==> src/rtl/fifo_chain_pkg.sv <==
package fifo_chain_pkg;

  // Address width of stage idx: depths halve along the chain.
  function automatic int stage_log2(input int first_log2, input int idx);
    return first_log2 - idx;
  endfunction

  function automatic int stage_depth(input int first_log2, input int idx);
    return 1 << stage_log2(first_log2, idx);
  endfunction

  // Sum of all stage depths.
  function automatic int chain_capacity(input int first_log2, input int stages);
    int acc;
    acc = 0;
    for (int i = 0; i < stages; i++) acc += stage_depth(first_log2, i);
    return acc;
  endfunction

  // Lowest settled fill after a stall: each downstream stage may stop one short.
  function automatic int chain_floor(input int first_log2, input int stages);
    return chain_capacity(first_log2, stages) - (stages - 1);
  endfunction

  // Edges from write acceptance to empty falling: one for the first stage,
  // two per handoff (read into the hold register, write downstream).
  function automatic int chain_latency(input int stages);
    return 2 * stages - 1;
  endfunction

endpackage

==> src/rtl/chain_stage_fifo.sv <==
module chain_stage_fifo #(
  parameter int AW     = 2,
  parameter int DATA_W = 8,
  parameter int CNT_W  = 4
) (
  input  logic              clk,
  input  logic              rst,
  input  logic              wr_en,
  input  logic [DATA_W-1:0] wr_data,
  input  logic              rd_en,
  output logic [DATA_W-1:0] rd_data,
  output logic [CNT_W-1:0]  count,
  output logic              full,
  output logic              afull,
  output logic              empty
);
  localparam int DEPTH = 1 << AW;

  logic [DATA_W-1:0] mem [DEPTH];
  logic [AW-1:0]     wr_ptr;
  logic [AW-1:0]     rd_ptr;
  logic              push_ok;
  logic              pop_ok;

  assign full    = (count == CNT_W'(DEPTH));
  assign afull   = (count == CNT_W'(DEPTH - 1));
  assign empty   = (count == '0);
  assign push_ok = wr_en && !full;
  assign pop_ok  = rd_en && !empty;
  assign rd_data = mem[rd_ptr];

  always_ff @(posedge clk) begin
    if (rst) begin
      wr_ptr <= '0;
      rd_ptr <= '0;
      count  <= '0;
    end else begin
      if (push_ok) wr_ptr <= wr_ptr + 1'b1;
      if (pop_ok)  rd_ptr <= rd_ptr + 1'b1;
      case ({push_ok, pop_ok})
        2'b10:   count <= count + 1'b1;
        2'b01:   count <= count - 1'b1;
        default: count <= count;
      endcase
    end
  end

  always_ff @(posedge clk) begin
    if (push_ok) mem[wr_ptr] <= wr_data;
  end

endmodule

==> src/rtl/chain_link.sv <==
module chain_link #(
  parameter int DATA_W = 8
) (
  input  logic              clk,
  input  logic              rst,
  input  logic              up_empty,
  input  logic [DATA_W-1:0] up_data,
  input  logic              dn_full,
  input  logic              dn_afull,
  output logic              up_pop,
  output logic              dn_push,
  output logic [DATA_W-1:0] dn_data
);
  logic              busy_q;
  logic [DATA_W-1:0] hold_q;

  // Read only with two free downstream slots: one for the word already
  // in flight, one for the word taken now.
  assign up_pop  = !up_empty && !dn_full && !dn_afull;
  assign dn_push = busy_q;
  assign dn_data = hold_q;

  always_ff @(posedge clk) begin
    if (rst) busy_q <= 1'b0;
    else     busy_q <= up_pop;
  end

  always_ff @(posedge clk) begin
    if (up_pop) hold_q <= up_data;
  end

endmodule

==> src/rtl/cascaded_fifo_chain.sv <==
module cascaded_fifo_chain
  import fifo_chain_pkg::*;
#(
  parameter  int DATA_W     = 16,
  parameter  int STAGES     = 3,
  parameter  int FIRST_LOG2 = 4,
  localparam int TOTAL      = chain_capacity(FIRST_LOG2, STAGES),
  localparam int OCC_W      = $clog2(TOTAL + 1)
) (
  input  logic              clk,
  input  logic              rst,
  input  logic              wr_valid,
  input  logic [DATA_W-1:0] wr_data,
  output logic              full,
  input  logic              rd_en,
  output logic [DATA_W-1:0] rd_data,
  output logic              empty,
  output logic [OCC_W-1:0]  occupancy,
  output logic [7:0]        latency_cycles
);
  localparam int CNT_W = FIRST_LOG2 + 1;
  localparam int LAST  = STAGES - 1;
  localparam int LAT   = chain_latency(STAGES);

  // Named internal events, also seen by the bound checker.
  logic [STAGES-1:0] st_push;
  logic [STAGES-1:0] st_pop;
  logic [STAGES-1:0] st_full;
  logic [STAGES-1:0] st_afull;
  logic [STAGES-1:0] st_empty;
  logic [STAGES-2:0] link_go;
  logic [DATA_W-1:0] st_wdata [STAGES];
  logic [DATA_W-1:0] st_rdata [STAGES];
  logic [CNT_W-1:0]  st_cnt   [STAGES];

  // Entry and exit of the chain.
  assign st_push[0]     = wr_valid && !st_full[0];
  assign st_wdata[0]    = wr_data;
  assign st_pop[LAST]   = rd_en && !st_empty[LAST];
  assign full           = st_full[0];
  assign empty          = st_empty[LAST];
  assign rd_data        = st_rdata[LAST];
  assign latency_cycles = 8'(LAT);

  for (genvar i = 0; i < STAGES; i++) begin : g_stage
    chain_stage_fifo #(
      .AW    (stage_log2(FIRST_LOG2, i)),
      .DATA_W(DATA_W),
      .CNT_W (CNT_W)
    ) u_fifo (
      .clk    (clk),
      .rst    (rst),
      .wr_en  (st_push[i]),
      .wr_data(st_wdata[i]),
      .rd_en  (st_pop[i]),
      .rd_data(st_rdata[i]),
      .count  (st_cnt[i]),
      .full   (st_full[i]),
      .afull  (st_afull[i]),
      .empty  (st_empty[i])
    );
  end

  for (genvar j = 0; j < STAGES - 1; j++) begin : g_link
    chain_link #(
      .DATA_W(DATA_W)
    ) u_link (
      .clk     (clk),
      .rst     (rst),
      .up_empty(st_empty[j]),
      .up_data (st_rdata[j]),
      .dn_full (st_full[j+1]),
      .dn_afull(st_afull[j+1]),
      .up_pop  (link_go[j]),
      .dn_push (st_push[j+1]),
      .dn_data (st_wdata[j+1])
    );
    assign st_pop[j] = link_go[j];
  end

  // Occupancy: stage counts plus words parked in the hold registers.
  always_comb begin
    int acc;
    acc = 0;
    for (int i = 0; i < STAGES; i++) acc += int'(st_cnt[i]);
    for (int j = 1; j < STAGES; j++) acc += int'(st_push[j]);
    occupancy = OCC_W'(acc);
  end

endmodule

==> config.mk <==
export PLATFORM = sky130hd
export DESIGN_NAME = cascaded_fifo_chain
export DESIGN_NICKNAME = d
export VERILOG_FILES = /design/src/rtl/fifo_chain_pkg.sv /design/src/rtl/chain_stage_fifo.sv /design/src/rtl/chain_link.sv /design/src/rtl/cascaded_fifo_chain.sv
export SDC_FILE = /design/constraint.sdc
export NUM_CORES = 1
export LEC_CHECK = 0
export ABC_CLOCK_PERIOD_IN_PS = 5050
export BUFFER_PORTS_ARGS = -buffer_cell sky130_fd_sc_hd__buf_2
export CORE_ASPECT_RATIO = 0.75
export CORE_MARGIN = 1
export CORE_UTILIZATION = 45
export CTS_CLUSTER_DIAMETER = 80
export DETAILED_ROUTE_END_ITERATION = 10
export SKIP_LAST_GASP = 1
export SLEW_MARGIN = 20
export SYNTH_ARGS = -nofsm -noshare
export SYNTH_HDL_FRONTEND = slang
export SYNTH_HIERARCHICAL = 1
export SYNTH_SLANG_ARGS = --single-unit
==> constraint.sdc <==
create_clock -name clk -period 5.05 [get_ports clk]
set_input_delay 1.2625 -clock clk [delete_from_list [all_inputs] [get_ports clk]]
set_output_delay 1.2625 -clock clk [all_outputs]
set_load 0.01 [all_outputs]
==> metrics.yaml <==
status: "completed"
start_util_pct: 45.9
worst_pin_slew_ns: 1.08
fin_skew_ns: 0.00883
drt-vias-per-instance: 5.46
vdd_drop_max_mv: 0.290
cpMostUsedCell: "fa_1"
rows: 67
mostFrequentLayoutCell: "edfxtp_1"
cts_buffer_depth: 3
cts.sinks: 524
root_buffer: "clkbuf_16"
whs_ns: 0.497
timing.final.crit_share_pct: 82.2
multi_input_area_um2: 4990
die-area_um2: 46700
grt_pass1_wl_mm: 59.3
seq_area_um2: 15300
max_cap_violations: 0
diodes: 0
maxSlewHeadroom_pct: 27.9
synthCells: 1003
drive_gt1_share_pct: 28.5
chipWidth_um: 249
drc: 0
worstSetupPathType: "reg2out"
cp_cell_sequence: "fa_1 -> inv_1 -> fa_1 -> fa_1 -> inv_1 -> a21o_1 -> a21oi_2 -> xnor2_1 -> buf_2"
io-pin-count: 51
syn-mean-instance-area_um2: 20.6
clk_pin_slew_ns: 0.06
dp_hpwl_mm: 23.0
layout_common_cells: "edfxtp_1, mux4_2, clkbuf_16"
cts_tree: "done"
wl_mm: 38.3
min_path_type: "reg2reg"
power.leakage_nw: 7.38
pre_cts_slack_ns: 1.37
grt-ovfl-total: 0
via_count: 9202
ant_nets: 0
critPathMaxStageDelay_ns: 0.55
port_buffers: 42
power_mw: 11.4
rsz0062_at_grt: "no"
arrival_ns: 2.89
fin_crit_ns: 4.15
grt_use_total_pct: 16.8
cp_max_fo: 4
syn_to_final_growth_pct: 11.5
syn-cell-area_um2: 20600
slew_violations: 0
fill_cells: 3573
hold_viol_final: 0
cts_resized: 0
yosysWarningCount: 6
cp.required_ns: 3.79
dr.pass1.iters: 5
coreArea_um2: 44900
fmax_mhz: 241
final.setup.worst_slack_ns: 0.897
fin_util_pct: 51.2
post_cts_buffers: 0
final_nets: 1112
grt_pass1_vias: 9537
startpoint_type: "flip-flop"
gp_congestion: 0.733
drt-wirelength-per-cell_um: 22.7
drt_iter0_markers: 754
grt_max_degree: 48
tns_ns: 0
slowest_stage: "fa_1"
htree_num_levels: 2
crit_path_end_kind: "output pin"
power.density_nw_per_um2: 494
setup_viol: 0
postCtsHoldBufs: 0
numCtsBuffers: 50
clock_latency_ns: 0.56
antenna_found_initial: 0
die_h_um: 187
==> through the flow <==
stage                     instance area (µm²)  instances
final                                   23000       1685
after global routing                    23000       1685
after CTS                               23000       1685
after detailed placement                21500       1597
after global placement                  21500       1597
after floorplan                         20600       1009
==> cell type report <==
class	instances	area share, %
sequential	524	66.6
inverter	27	0.441
tap	586	3.19
clock inverter	27	0.784
clock buffer	61	5.72
timing repair buffer	62	1.57
multi-input combinational	398	21.7
==> state kept, by name, summed over array words and instances (netlist names), named ones only <==
| name | count |
|---|---|
| g_stage.u_fifo/mem | 448 |
| g_stage.u_fifo/rd_ptr | 9 |
| g_link.u_link/dn_push | 2 |
| g_stage.u_fifo/count | 15 |
| g_link.u_link/dn_data | 32 |
| g_stage.u_fifo/wr_ptr | 9 |
==> where the power goes <==
| group | switching (mW) | total [mW] | internal (mW) |
|---|---|---|---|
| logic | 1.08 | 1.96 | 0.878 |
| clock network | 1.53 | 3.48 | 1.94 |
| registers | 0.425 | 5.92 | 5.49 |
==> metal layers <==
layer / vias up / routed length [µm] / GRT usage [%]
li1: 4144 / - / -
met1: 4810 / 18200 / 25.2
met2: 194 / 17500 / 25.5
met3: 54 / 1860 / 3.26
met4: 0 / 665 / 4.11
met5: - / 0 / 0
==> critical path: cells and delay by family, from the launching register on <==
| kind | cells | cell delay (ns) |
|---|---|---|
| AOI/OAI and AO/OA | 2 | 0.18 |
| xor gates and xnor gates | 1 | 0.13 |
| adders and majority gates | 3 | 1.37 |
| buffers and inverters | 3 | 0.26 |
| DFF | 1 | 0.38 |
==> path summary, 6_finish.rpt <==
path | from | endpoint | slack, ns | cells after the start
setup / recovery | g_link[0].u_link/dn_push | occupancy[4] | 0.90 | 9
hold / removal | g_stage[1].u_fifo/wr_ptr[0] | g_stage[1].u_fifo/wr_ptr[0] | 0.50 | 2
setup reg to reg | g_stage[2].u_fifo/count[1] | g_stage[1].u_fifo/count[4] | 1.64 | 12
hold reg to reg | g_stage[1].u_fifo/wr_ptr[0] | g_stage[1].u_fifo/wr_ptr[0] | 0.50 | 2
Note: power is estimated with default switching activity, not from simulation.
